**src/rtl/isc_pkg.sv**
```systemverilog
package isc_pkg;
    typedef enum logic [1:0] {
        VS_IDLE = 2'd0,
        VS_FIRE = 2'd1,
        VS_WAIT = 2'd2
    } vec_state_e;

    localparam int unsigned OFS_STATUS = 32'h00;
    localparam int unsigned OFS_ENABLE = 32'h04;
    localparam int unsigned OFS_EN_CLR = 32'h08;
    localparam int unsigned OFS_AUTOCL = 32'h0C;
    localparam int unsigned OFS_FLUSH  = 32'h10;
    localparam int unsigned OFS_MAP0   = 32'h40;
    localparam int unsigned MAP_STRIDE = 4;
endpackage

```
**src/rtl/isc_regs.sv**
```systemverilog
module isc_regs
    import isc_pkg::*;
#(
    parameter int NSRC   = 12,
    parameter int NVEC   = 4,
    parameter int ADDR_W = 8,
    parameter int DATA_W = 32
) (
    input  logic                       clk,
    input  logic                       rst_n,
    input  logic                       wr_en,
    input  logic [ADDR_W-1:0]          addr,
    input  logic [DATA_W-1:0]          wdata,
    input  logic [NSRC-1:0]            src_evt,
    input  logic [NSRC-1:0]            ac_kill,
    output logic [NSRC-1:0]            status_q,
    output logic [NSRC-1:0]            enable_q,
    output logic [NSRC-1:0]            autocl_q,
    output logic [NVEC-1:0][NSRC-1:0]  map_q,
    output logic                       flush,
    output logic [DATA_W-1:0]          rdata
);
    logic wr_stat, wr_en_reg, wr_enclr, wr_ac;
    logic [NSRC-1:0] wbits, w1c;
    logic [NVEC-1:0] wr_map;

    assign wbits     = wdata[NSRC-1:0];
    assign wr_stat   = wr_en && (addr == ADDR_W'(OFS_STATUS));
    assign wr_en_reg = wr_en && (addr == ADDR_W'(OFS_ENABLE));
    assign wr_enclr  = wr_en && (addr == ADDR_W'(OFS_EN_CLR));
    assign wr_ac     = wr_en && (addr == ADDR_W'(OFS_AUTOCL));
    assign flush     = wr_en && (addr == ADDR_W'(OFS_FLUSH)) && wdata[0];
    assign w1c       = wr_stat ? wbits : '0;

    // Events win over both acknowledge and auto-clear in the same cycle
    always_ff @(posedge clk) begin
        if (!rst_n) begin
            status_q <= '0;
            enable_q <= '0;
            autocl_q <= '0;
        end else begin
            status_q <= (status_q & ~w1c & ~ac_kill) | src_evt;
            if (wr_en_reg)
                enable_q <= wbits;
            else if (wr_enclr)
                enable_q <= enable_q & ~wbits;
            if (wr_ac)
                autocl_q <= wbits;
        end
    end

    for (genvar v = 0; v < NVEC; v++) begin : g_map
        assign wr_map[v] = wr_en && (addr == ADDR_W'(OFS_MAP0 + MAP_STRIDE * v));
        always_ff @(posedge clk) begin
            if (!rst_n)
                map_q[v] <= '0;
            else if (wr_map[v])
                map_q[v] <= wbits;
        end
    end

    always_comb begin
        rdata = '0;
        if (addr == ADDR_W'(OFS_STATUS)) rdata = DATA_W'(status_q);
        if (addr == ADDR_W'(OFS_ENABLE)) rdata = DATA_W'(enable_q);
        if (addr == ADDR_W'(OFS_AUTOCL)) rdata = DATA_W'(autocl_q);
        for (int v = 0; v < NVEC; v++) begin
            if (addr == ADDR_W'(OFS_MAP0 + MAP_STRIDE * v))
                rdata = DATA_W'(map_q[v]);
        end
    end
endmodule

```
**src/rtl/isc_vec_fsm.sv**
```systemverilog
module isc_vec_fsm
    import isc_pkg::*;
(
    input  logic clk,
    input  logic rst_n,
    input  logic hit,
    input  logic ack,
    input  logic flush,
    output logic pulse,
    output logic pend
);
    vec_state_e state_q, state_d;

    always_comb begin
        state_d = state_q;
        unique case (state_q)
            VS_IDLE: if (hit) state_d = VS_FIRE;   // T_HIT
            VS_FIRE: state_d = VS_WAIT;            // T_SENT
            VS_WAIT: if (ack) state_d = VS_IDLE;   // T_SERVICED
            default: state_d = VS_IDLE;
        endcase
        if (flush) state_d = VS_IDLE;              // T_FLUSH
    end

    always_ff @(posedge clk) begin
        if (!rst_n) state_q <= VS_IDLE;
        else        state_q <= state_d;
    end

    always_comb begin
        pulse = (state_q == VS_FIRE);
        pend  = (state_q != VS_IDLE);
    end
endmodule

```
**src/rtl/irq_src_ctrl.sv**
```systemverilog
module irq_src_ctrl
    import isc_pkg::*;
#(
    parameter int NUM_DB  = 4,
    parameter int NUM_DMA = 8,
    parameter int NUM_VEC = 4,
    parameter int ADDR_W  = 8,
    parameter int DATA_W  = 32
) (
    input  logic                clk,
    input  logic                rst_n,
    input  logic [NUM_DB-1:0]   db_evt,
    input  logic [NUM_DMA-1:0]  dma_evt,
    input  logic                multi_vec,
    input  logic [NUM_VEC-1:0]  vec_ack,
    input  logic                wr_en,
    input  logic [ADDR_W-1:0]   addr,
    input  logic [DATA_W-1:0]   wdata,
    output logic [DATA_W-1:0]   rdata,
    output logic [NUM_VEC-1:0]  irq_pulse,
    output logic [NUM_VEC-1:0]  irq_pend
);
    localparam int NSRC = NUM_DB + NUM_DMA;

    logic [NSRC-1:0]              src_evt, status_q, enable_q, autocl_q, ac_kill;
    logic [NUM_VEC-1:0][NSRC-1:0] map_q;
    logic [NUM_VEC-1:0]           hit;
    logic                         flush;

    assign src_evt = {dma_evt, db_evt};

    isc_regs #(
        .NSRC(NSRC), .NVEC(NUM_VEC), .ADDR_W(ADDR_W), .DATA_W(DATA_W)
    ) u_regs (
        .clk(clk), .rst_n(rst_n), .wr_en(wr_en), .addr(addr), .wdata(wdata),
        .src_evt(src_evt), .ac_kill(ac_kill), .status_q(status_q),
        .enable_q(enable_q), .autocl_q(autocl_q), .map_q(map_q),
        .flush(flush), .rdata(rdata)
    );

    for (genvar v = 0; v < NUM_VEC; v++) begin : g_vec
        assign hit[v] = |(status_q & enable_q & map_q[v]);
        isc_vec_fsm u_fsm (
            .clk(clk), .rst_n(rst_n), .hit(hit[v]), .ack(vec_ack[v]),
            .flush(flush), .pulse(irq_pulse[v]), .pend(irq_pend[v])
        );
    end

    // Auto-clear acts only with several vectors in use
    always_comb begin
        ac_kill = '0;
        for (int v = 0; v < NUM_VEC; v++) begin
            if (multi_vec && irq_pulse[v])
                ac_kill = ac_kill | (map_q[v] & autocl_q);
        end
    end
endmodule

```
**config.mk**
```make
export PLATFORM = sky130hd
export DESIGN_NAME = irq_src_ctrl
export DESIGN_NICKNAME = d
export VERILOG_FILES = /design/src/rtl/isc_pkg.sv /design/src/rtl/isc_regs.sv /design/src/rtl/isc_vec_fsm.sv /design/src/rtl/irq_src_ctrl.sv
export SDC_FILE = /design/constraint.sdc
export NUM_CORES = 1
export LEC_CHECK = 0
export BUFFER_PORTS_ARGS = -buffer_cell sky130_fd_sc_hd__buf_2
export CAP_MARGIN = 10
export CORE_MARGIN = 2
export CORE_UTILIZATION = 56
export CTS_CLUSTER_DIAMETER = 200
export DETAILED_ROUTE_END_ITERATION = 10
export HOLD_SLACK_MARGIN = 0.12
export PLACE_DENSITY = 0.9
export REMOVE_ABC_BUFFERS = 1
export SLEW_MARGIN = 20
export SYNTH_ARGS = -nofsm -noshare
export SYNTH_HDL_FRONTEND = slang
export SYNTH_SLANG_ARGS = --single-unit
```
**constraint.sdc**
```tcl
create_clock -name clk -period 1.9 [get_ports clk]
set_clock_uncertainty 0.15 [all_clocks]
set_input_delay 0.19 -clock clk [delete_from_list [all_inputs] [get_ports clk]]
set_output_delay 0.19 -clock clk [all_outputs]
set_load 0.005 [all_outputs]
```
Word-level counts from Yosys, hierarchy flattened

Cells that the tools add are included.
W data, S select, Z words.

Logic and storage cells: 114
Flip-flop bits (word level): 92
Bits of input ports: 60

Bitwise logic cells: 20
Eq/ne operators: 24
Mux-type cells: 26
Reductions and logical operators: 33

Operators with widths:

| cell                 | count |
|---|---|
| $mux W12             | 14 |
| $and A12 B12 Y12     | 12 |
| $or A12 B12 Y12      | 4 |
| $reduce_or A12 Y1    | 4 |
| $not A12 Y12         | 3 |
| $eq A8 B7 Y1 const B | 4 |
| $pmux W2 S3          | 4 |
| $eq A8 B4 Y1 const B | 2 |
| $mux W2              | 8 |
| $logic_and A1 B1 Y1  | 14 |
| $reduce_bool A2 Y1   | 5 |
| $eq A2 B1 Y1 const B | 4 |
| $eq A2 B2 Y1 const B | 4 |
| $eq A8 B3 Y1 const B | 1 |
| $eq A8 B5 Y1 const B | 1 |
| $logic_not A2 Y1     | 4 |
| $logic_not A8 Y1     | 1 |
| $ne A2 B1 Y1 const B | 4 |
| $ne A2 B2 Y1 const B | 4 |
| $reduce_and A2 Y1    | 4 |
| $reduce_or A2 Y1     | 1 |
| $not A1 Y1           | 1 |

Longest topological paths before layout

Gate-level depths: netlist (run 1).

Word-level depth: 12
Depth in mapped cells: 7

Modules after synthesis

Synthesis (run 1) repeated with hierarchy kept, for this count alone.

Cell total of the unflattened synthesis: 642
Area total of the unflattened synthesis: 5572.8 um^2

Modules (own cells, without submodules):

| module       | cells each | area each (um^2) | times used | seq. area each (um^2) |
|---|---|---|---|---|
| isc_regs     | 489        | 4551.9           | 1          | 1681.6 |
| irq_src_ctrl | 117        | 650.6            | 1          | 0.0 |
| isc_vec_fsm  | 9          | 92.6             | 4          | 40.0 |

Least setup slack after synthesis (run 1)

OpenSTA, ideal clock, no wires.

Kind: input to output
Start: input port addr[2]
End: output port rdata[2]
Stages on the path: 6
Data arrival time: 1.379 ns
Buffers on the path: 2
Data required time: 1.560 ns
Setup slack: 0.181 ns
Path through: clkbuf_1 -> nand4bb_1 -> clkbuf_1 -> nor2_1 -> or3_1 -> a221oi_1

Word-level cells in the longest chain between the ends: 8

Ends and longest elaborated chain:

| element                | RTL line           | source |
|---|---|---|
| start: declaration     | irq_src_ctrl.sv:17 | `input logic [ADDR_W-1:0] addr,` |
| $logic_not A8 Y1       | isc_regs.sv:64     | `if (addr == ADDR_W'(OFS_STATUS)) rdata = DATA_W'(status_q);` |
| $mux W12               | isc_regs.sv:64     |  |
| $mux W12               | isc_regs.sv:65     | `if (addr == ADDR_W'(OFS_ENABLE)) rdata = DATA_W'(enable_q);` |
| $mux W12               | isc_regs.sv:66     | `if (addr == ADDR_W'(OFS_AUTOCL)) rdata = DATA_W'(autocl_q);` |
| $mux W12 (3 in series) | isc_regs.sv:68     | `if (addr == ADDR_W'(OFS_MAP0 + MAP_STRIDE * v))` |
| $mux W12 (*)           | isc_regs.sv:68     |  |
| end: declaration       | irq_src_ctrl.sv:19 | `output logic [DATA_W-1:0] rdata,` |

Every way passes the cells marked *; elsewhere a longest branch is shown, timed or not.

Final worst setup path (run 1)

Start: input port addr[7]
End: output port rdata[7]

Same word-level chain as after synthesis.

==> results of run 1 <==
==> placed cells by master, fill, tap and decap left out, types with 4 or more instances in the layout <==
cell type	count
or3_1	4
buf_4	71
nor3_1	4
a211oi_2	11
nor2_1	55
nor2b_1	10
nand4_1	14
dfxtp_2	10
buf_2	57
a311oi_1	9
a21oi_1	28
nand3_1	70
o21ai_1	15
conb_1	20
a32oi_1	8
nand2b_1	4
dfxtp_4	6
and2_1	5
o21ai_0	49
a22o_1	15
dlygate4sd3_1	28
inv_1	9
mux2i_1	16
and3b_1	4
a22oi_1	14
o22ai_1	17
or2_2	4
nand2_1	53
buf_6	8
a221oi_2	7
clkbuf_8	10
dfxtp_1	76
mux2_2	8
==> worst min-delay path by stage <==
stage,from,endpoint,slack [ps],cells after the start
after floorplan,wdata[10],u_regs.enable_q[10]$_SDFFE_PN0P_,130,1
after global placement,db_evt[1],u_regs.status_q[1]$_SDFF_PN0_,270,2
after detailed placement,db_evt[2],u_regs.status_q[2]$_SDFF_PN0_,270,2
after CTS,wr_en,u_regs.map_q[46]$_SDFFE_PN0P_,180,4
after global routing,wr_en,u_regs.map_q[37]$_SDFFE_PN0P_,220,4
final,wr_en,u_regs.map_q[46]$_SDFFE_PN0P_,200,4
==> report_power, final <==
| group | switching, mW | internal, mW | leakage [nW] |
|---|---|---|---|
| clock network | 0.721 | 0.648 | 0.0959 |
| logic | 0.267 | 0.216 | 1.90 |
| registers | 0.0204 | 1.95 | 0.751 |
| total | 1.01 | 2.81 | 2.75 |
==> flip-flops by register name, summed over array words and instances (netlist names) <==
signal and cells:
g_vec.u_fsm.state_q 8, u_regs.autocl_q 12, u_regs.enable_q 12, u_regs.map_q 48
u_regs.status_q 12
==> worst reg2reg max path: cells and delay by family, from the launching register on <==
family / cells / cell delay (ps)
AND/OR/NAND/NOR: 2 / 580
flip-flops: 1 / 360
AO/OA/AOI/OAI: 2 / 440
==> layer usage <==
layer	GRT usage	up-vias
met3	0.100	129
met4	0.240	0
met1	0.462	2747
li1	-	2595
met5	0	-
met2	0.588	536
==> metrics by stage <==
step,setup WS (ps),instances,util
final,-246,888,0.721
after global routing,-243,888,0.721
after CTS,-190,885,0.714
after detailed placement,-277,830,0.638
after global placement,-207,830,0.638
after floorplan,-408,593,-
==> area by class of cell <==
type / instances / area, µm²
Fill cell: 656 / 2540
Timing Repair Buffer: 168 / 1260
Clock inverter: 5 / 58.8
Clock buffer: 11 / 141
Inverter: 9 / 33.8
Sequential cell: 92 / 1880
Tap cell: 111 / 139
Multi-Input combinational cell: 492 / 3060
==> repair_timing <==
action	in CTS	in global routing
hold buffers	28	0
endpoints found under the hold margin	88	0
pin swaps	19	10
setup buffers	10	5
gates resized for setup	41	18
endpoints found under the setup margin	11	11
gates cloned	1	0
==> cell families after synthesis <==
logic type / after synthesis / synth area share
mux: 24 / 0.0483
flops: 92 / 0.355
buf+inv: 81 / 0.0840
other cells: 1 / 0.000723
compound gates: 192 / 0.259
simple gates: 256 / 0.252
==> flow_metrics.env, run 1 <==
export IMPL_synth_area_leader_cell="dfxtp_1"
export IMPL_fmax_ghz=0.466
export IMPL_drv_cap=0
export IMPL_synth_area_top_cells="dfxtp_1 (36%), nand3_1 (7.0%), o21ai_0 (5.1%)"
export IMPL_met2_length_um=8470
export IMPL_synth_most_common_cell="dfxtp_1"
export IMPL_hold_class="input pin to register"
export IMPL_p_leak_nw=2.75
export IMPL_path_class="input pin to output port"
export IMPL_syn_area_um2=5180
export IMPL_worst_r2r_path_depth=4
export IMPL_slew_viol_final=0
export IMPL_port_buffers=59
export IMPL_critPathBufInv=3
export IMPL_cp_start_kind="input pin"
export IMPL_worstPathMaxFanout=5
export IMPL_cp_data_arrival_time_ps=1810
export IMPL_syn_area_per_cell_um2=8.02
export IMPL_first_pass_iters=6
export IMPL_crit_start="addr[7]"
export IMPL_insertion_delay_ps=370
export IMPL_holdWs_ps=201
export IMPL_vias_per_cell=6.76
export IMPL_grt_ovfl_total=0
export IMPL_cts_path_max_buffers=2
export IMPL_setup_tns_final_ps=-1180
export IMPL_setup_violations=9
export IMPL_die_h_um=100
export IMPL_yosysSeqAreaShare=0.355
export IMPL_ys_warn_count=0
export IMPL_status="complete, but fails checks"
export IMPL_start_util=0.569
export IMPL_grt_total_usage=0.378
export IMPL_max_stage_delay_ps=390
export IMPL_grt_pass1_vias=5606
export IMPL_die_w_um=100
export IMPL_cts_root_buf="clkbuf_8"
export IMPL_post_route_period_util=1.13
export IMPL_yosysTopAreaCellShare=0.355
export IMPL_drcViolationCount=0
export IMPL_num_rows=35
export IMPL_area_growth_pct=26.8
export IMPL_ir_drop_uv=380
export IMPL_p_per_area_nw_per_um2=581
export IMPL_min_period_ps=2150
export IMPL_antenna_cells=0
export IMPL_critPathTopFamily="simple AND/OR/NAND/NOR gates"
export IMPL_hpwl_um=12600
export IMPL_synthCells=646
export IMPL_yosysUniqueCellTypes=54
export IMPL_routed_wl_um=19000
export IMPL_violations="setup timing"
export IMPL_endpoint_kind="output port"
export IMPL_final_cell_area_um2=6570
export IMPL_ys_flop_type="dfxtp_1"
export IMPL_cts_tree="built"
export IMPL_synth_top_cells_by_count="dfxtp_1 (92), nand3_1 (72), nand2_1 (55), nor2_1 (55), o21ai_0 (53)"
export IMPL_met3WireLength_um=2680
export IMPL_timing_rr_start="u_regs.status_q[10]$_SDFF_PN0_"
export IMPL_path_clk_slew_ps=90
export IMPL_gp_congestion=1.01
export IMPL_antenna_found_initial=0
export IMPL_worst_path_stages=7
export IMPL_placed_cell_area_um2=5820
export IMPL_grt_pass1_wl_um=29400
export IMPL_die_area_um2=10000
export IMPL_r2r_slack_ps=230
export IMPL_ant_nets=0
export IMPL_wl_per_cell_um=21.5
export IMPL_rsz0062_at_grt="true"
export IMPL_cp_slowest_cell="or3_4"
export IMPL_power_mw=3.82
export IMPL_cts_sinks=92
export IMPL_ys_async_sr_fraction=0
export IMPL_worst_slack_ps=-246
export IMPL_worstReg2RegEnd="g_vec[1].u_fsm.state_q[0]$_SDFFE_PP0P_"
export IMPL_drive_gt1_frac=0.287
export IMPL_htree_levels=3
export IMPL_vias=6007
export IMPL_synth_seq_cells=92
export IMPL_drt_first_iter_violations=884
export IMPL_hold_violations=0
export IMPL_core_area_um2=9110
export IMPL_nNetsFinal=832
export IMPL_cts_buffers_inserted=9
export IMPL_highest_layer="met4"
export IMPL_wl_met1_um=6620
export IMPL_crit_path_cell_trace="buf_8 > nor4_4 > nand2_2 > buf_6 > or3_4 > a221oi_4 > buf_2"
export IMPL_crit_end="rdata[7]"
export IMPL_io_pins=100
export IMPL_grt_max_degree=40
export IMPL_synth_edf_count=0
export IMPL_required_ps=1560
No activity file was read; power rests on OpenSTA's default activity.
==> run 2: changes to the inputs <==
Settings changed: BUFFER_PORTS_ARGS -buffer_cell sky130_fd_sc_hd__buf_2 to unset, CORE_UTILIZATION 56 to 45, DONT_BUFFER_PORTS set to 1, PLACE_DENSITY 0.9 to 0.69.
==> flow_metrics.env, run 2 (synthesis results as in run 1) <==
export IMPL_status="complete, but fails checks"
export IMPL_violations="setup timing"
export IMPL_antenna_cells=0
export IMPL_place_inst=781
export IMPL_ir_drop_uv=359
export IMPL_port_buffers=0
export IMPL_layout_common_cells="dfxtp_1 (74), nand3_1 (72), nor2_1 (55), nand2_1 (54), o21ai_0 (52)"
export IMPL_path_clk_slew_ps=70
export IMPL_hold_start="wdata[0]"
export IMPL_setup_violations=6
export IMPL_rsz0062_at_grt="true"
export IMPL_min_delay_worst_endpoint="g_vec[1].u_fsm.state_q[1]$_SDFFE_PP0P_"
export IMPL_area_growth_pct=22.9
export IMPL_holdWs_ps=116
export IMPL_worstPathMaxFanout=2
export IMPL_r2r_slack_ps=210
export IMPL_endpoint_kind="output port"
export IMPL_die_h_um=111
export IMPL_stdcell_count=846
export IMPL_cts_tree="built"
export IMPL_antenna_found_initial=0
export IMPL_core_area_um2=11300
export IMPL_holdPathStages=2
export IMPL_crit_path_cell_trace="nor2b_1 > o22ai_1 > or3_1 > a221oi_2 > buf_4"
export IMPL_vias_per_cell=6.61
export IMPL_fmax_ghz=0.492
export IMPL_grt_ovfl_total=0
export IMPL_critPathTopFamily="simple AND/OR/NAND/NOR gates"
export IMPL_min_period_ps=2030
export IMPL_final_common_cell="dfxtp_1"
export IMPL_post_route_period_util=1.07
export IMPL_hold_class="input pin to register"
export IMPL_start_util=0.458
export IMPL_ant_nets=0
export IMPL_die_area_um2=12400
export IMPL_largest_register="u_regs.map_q"
export IMPL_grt_total_usage=0.301
export IMPL_timing_rr_start="g_vec[0].u_fsm.state_q[1]$_SDFFE_PP0P_"
export IMPL_drive_gt1_frac=0.199
export IMPL_hpwl_um=12100
export IMPL_largest_register_ffs=48
export IMPL_cts_path_max_buffers=2
export IMPL_io_pins=100
export IMPL_max_stage_delay_ps=330
export IMPL_worstReg2RegEnd="u_regs.status_q[10]$_SDFF_PN0_"
export IMPL_cp_slowest_cell="dfxtp_2"
export IMPL_required_ps=1560
export IMPL_power_mw=4.16
export IMPL_drv_cap=0
export IMPL_insertion_delay_ps=360
export IMPL_routed_wl_um=19100
export IMPL_num_rows=39
export IMPL_first_pass_iters=8
export IMPL_hold_violations=0
export IMPL_gp_congestion=0.972
export IMPL_worstMarginPinSlew_ps=591
export IMPL_grt_pass1_vias=5349
export IMPL_drcViolationCount=0
export IMPL_nNetsFinal=759
export IMPL_die_w_um=111
export IMPL_postLayoutCoreUtil=0.563
export IMPL_slew_viol_final=0
export IMPL_cp_data_arrival_time_ps=1690
export IMPL_path_class="register to output port"
export IMPL_cts_buffers_inserted=9
export IMPL_wl_per_cell_um=22.6
export IMPL_p_leak_nw=2.50
export IMPL_grt_max_degree=59
export IMPL_cp_start_kind="register"
export IMPL_grt_pass1_wl_um=29500
export IMPL_cts_sinks=92
export IMPL_worst_r2r_path_depth=5
export IMPL_p_per_area_nw_per_um2=652
export IMPL_relSlewSlack=0.605
export IMPL_critPathBufInv=1
export IMPL_drt_first_iter_violations=685
export IMPL_vias=5592
export IMPL_worst_slack_ps=-132
export IMPL_cts_root_buf="clkbuf_16"
export IMPL_htree_levels=3
run 2: changes by cell type in the layout (fill, tap and decap cells not counted), moves of 4 or more:
| cell | delta |
|---|---|
| buf_2 | -57 |
| buf_4 | -25 |
| buf_6 | -4 |
| clkbuf_16 | +9 |
| clkbuf_8 | -10 |
| dlygate4sd3_1 | +14 |
run 2: layout make-up:
cell class / count / area, µm²
fill: 980 / 4950
multi-input combinational: 492 / 3120
sequential: 92 / 1880
timing repair buffer: 95 / 871
clock buffer: 9 / 225
tap: 143 / 179
clock inverter: 6 / 65.1
inverter: 9 / 33.8
run 2: stage by stage:
| stage | worst slack (ps) | setup TNS [ps] | area (µm²) |
|---|---|---|---|
| 6_report | -132 | -373 | 6370 |
| 5_1_grt | -176 | -665 | 6370 |
| 4_1_cts | -114 | -185 | 6230 |
| 3_5_place_dp | -88.0 | -284 | 5400 |
| 3_3_place_gp | -78.9 | -100 | 5400 |
| 2_1_floorplan | -408 | -12290 | 4850 |
run 2: report_power, final:
| group | switching (mW) | leakage [nW] | total, mW | internal (mW) |
|---|---|---|---|---|
| sequential | 0.0210 | 0.752 | 1.97 | 1.95 |
| combinational | 0.202 | 1.61 | 0.374 | 0.171 |
| clock | 0.796 | 0.142 | 1.81 | 1.01 |
run 2: worst max path at each step:
stage,depth (start not counted),endpoint,from
global route,5,rdata[2],u_regs.status_q[2]$_SDFF_PN0_
detailed placement,5,rdata[2],addr[7]
CTS,5,rdata[2],u_regs.status_q[2]$_SDFF_PN0_
floorplan,4,u_regs.map_q[31]$_SDFFE_PN0P_,addr[1]
finish,5,rdata[2],u_regs.status_q[2]$_SDFF_PN0_
global placement,5,rdata[2],addr[7]
run 2: per-layer routing:
layer | global-route usage | vias up | share of wire
met5 | 0 | - | 0
met1 | 0.386 | 2610 | 0.38
met2 | 0.466 | 419 | 0.44
li1 | - | 2453 | -
met3 | 0.0751 | 110 | 0.12
met4 | 0.167 | 0 | 0.058
run 2: worst register-to-register path, delay by kind of cell, from the launching register on:
kind,cells,cell delay [ps]
compound gates,2,570
flops,1,360
simple gates,2,280
buf+inv,1,210
run 2: what timing repair did:
item,CTS,global route
setup buffers,4,2
resized for setup,18,40
pin swaps,10,24
hold buffers,45,1
setup endpoints to repair,9,14
hold endpoints to repair,88,3
gates cloned,0,1
==> run 3: changes to the inputs <==
Settings changed: ABC_AREA set to 1, PLACE_DENSITY 0.69 to unset, TNS_END_PERCENT set to 20.
==> flow_metrics.env, run 3 <==
export IMPL_syn_area_um2=5200
export IMPL_worstPathMaxFanout=65
export IMPL_yosysUniqueCellTypes=27
export IMPL_largest_register="u_regs.map_q"
export IMPL_insertion_delay_ps=350
export IMPL_grt_ovfl_total=0
export IMPL_cts_tree="built"
export IMPL_antenna_found_initial=0
export IMPL_ant_nets=0
export IMPL_synth_top_cells_by_count="nand2_1 (105), dfxtp_1 (92), a21oi_1 (88)"
export IMPL_hold_start="multi_vec"
export IMPL_die_h_um=111
export IMPL_ys_warn_count=0
export IMPL_rsz0062_at_grt="false"
export IMPL_vias=5411
export IMPL_vias_per_cell=5.74
export IMPL_io_pins=100
export IMPL_ir_drop_uv=414
export IMPL_setup_tns_final_ps=0
export IMPL_nNetsFinal=855
export IMPL_fmax_ghz=0.550
export IMPL_required_ps=2040
export IMPL_grt_total_usage=0.289
export IMPL_cts_buffers_inserted=9
export IMPL_synthCells=774
export IMPL_relSlewSlack=0.487
export IMPL_hold_violations=0
export IMPL_cp_slowest_cell="dlygate4sd3_1"
export IMPL_min_period_ps=1820
export IMPL_area_growth_pct=14.0
export IMPL_crit_path_cell_trace="dlygate4sd3_1 > buf_16 > o21ai_0 > a21oi_1 > dlygate4sd3_1"
export IMPL_post_route_period_util=0.957
export IMPL_critPathTopFamily="buffers and inverters"
export IMPL_final_common_cell="nand2_1"
export IMPL_drcViolationCount=0
export IMPL_grt_pass1_vias=5053
export IMPL_synth_edf_count=0
export IMPL_timing_rr_start="g_vec[3].u_fsm.state_q[1]$_SDFFE_PP0P_"
export IMPL_cts_path_max_buffers=2
export IMPL_max_stage_delay_ps=640
export IMPL_yosysTopAreaCellShare=0.354
export IMPL_drv_cap=0
export IMPL_num_rows=39
export IMPL_synth_area_top_cells="dfxtp_1 (35%), a21oi_1 (8.5%), nand3_1 (8.2%)"
export IMPL_drive_gt1_frac=0.0750
export IMPL_htree_levels=3
export IMPL_ys_async_sr_fraction=0
export IMPL_crit_start="rst_n"
export IMPL_path_class="input pin to register"
export IMPL_drt_first_iter_violations=435
export IMPL_crit_top_cell="dlygate4sd3_1"
export IMPL_endpoint_kind="register"
export IMPL_cts_sinks=92
export IMPL_post_place_ws_ps=176
export IMPL_synth_seq_cells=92
export IMPL_die_w_um=111
export IMPL_port_buffers=0
export IMPL_die_area_um2=12400
export IMPL_critPathBufInv=3
export IMPL_routed_wl_um=17700
export IMPL_hpwl_um=11700
export IMPL_cp_start_kind="input pin"
export IMPL_p_leak_nw=2.29
export IMPL_hold_class="input pin to register"
export IMPL_start_util=0.459
export IMPL_first_pass_iters=5
export IMPL_postCtsSetupRepairBufs=0
export IMPL_grt_pass1_wl_um=28200
export IMPL_slew_viol_final=0
export IMPL_cp_data_arrival_time_ps=1960
export IMPL_antenna_cells=0
export IMPL_layout_common_cells="nand2_1 (105), dfxtp_1 (92), a21oi_1 (88), nand3_1 (85), o21ai_0 (83)"
export IMPL_core_area_um2=11300
export IMPL_cts_root_buf="clkbuf_16"
export IMPL_worst_slack_ps=81.2
export IMPL_yosysSeqAreaShare=0.354
export IMPL_ys_flop_type="dfxtp_1"
export IMPL_wl_per_cell_um=18.8
export IMPL_p_per_area_nw_per_um2=702
export IMPL_worstMarginPinSlew_ps=766
export IMPL_syn_area_per_cell_um2=6.72
export IMPL_grt_max_degree=66
export IMPL_setup_violations=0
export IMPL_status="finished clean"
export IMPL_gp_congestion=0.939
export IMPL_path_clk_slew_ps=70
export IMPL_power_mw=4.16
export IMPL_largest_register_ffs=48
export IMPL_synth_area_leader_cell="dfxtp_1"
export IMPL_synth_most_common_cell="nand2_1"
run 3: path summary, 6_finish.rpt:
path | depth (start not counted) | slack [ps] | end
setup / recovery | 5 | 80 | u_regs.autocl_q[11]$_SDFFE_PN0P_
hold / removal | 5 | 120 | u_regs.status_q[3]$_SDFF_PN0_
setup reg to reg | 7 | 400 | u_regs.status_q[1]$_SDFF_PN0_
hold reg to reg | 2 | 330 | u_regs.map_q[39]$_SDFFE_PN0P_
run 3: worst min-delay path: stages:
cell	delay [ps]
nand4_1	90
o21ai_0	90
o21ai_0	80
nand2_1	70
a21oi_1	50
run 3: metal layers:
| layer | routed length [µm] | track usage |
|---|---|---|
| met4 | 521 | 0.114 |
| met2 | 8060 | 0.458 |
| met3 | 1510 | 0.0544 |
| met5 | 0 | 0 |
| met1 | 7620 | 0.391 |
run 3: area by class of cell:
type	count	area (µm²)
clock buffers	13	270
multi-input cells	546	2680
fillers	1175	5400
clock inverters	3	43.8
inverters	83	312
well taps	143	179
repair buffers	63	596
flip-flops and latches	92	1840
run 3: logic make-up (layout without fill, tap and decap cells):
group	count (synthesis)	after routing	share of synthesized area
compound gates	212	212	0.213
simple gates	314	314	0.289
flops	92	92	0.354
other cells	1	20	0.000722
buf+inv	155	162	0.143
run 3: power by group:
group,internal (mW),switching (mW),total [mW]
combinational,0.101,0.165,0.266
sequential,1.95,0.0261,1.98
clock,1.13,0.788,1.92
run 3: timing repair:
action	4_1_cts	5_1_grt
hold buffers	38	0
endpoints found under the hold margin	92	0
gates resized for setup	0	0
run 3: stage by stage:
step	cell area, µm²	hold WS, ps	instances	util
finish	5920	120	943	0.523
global route	5920	144	943	0.523
CTS	5920	122	943	0.523
detailed placement	5200	185	889	0.460
global placement	5200	179	889	0.460
floorplan	4840	174	721	-
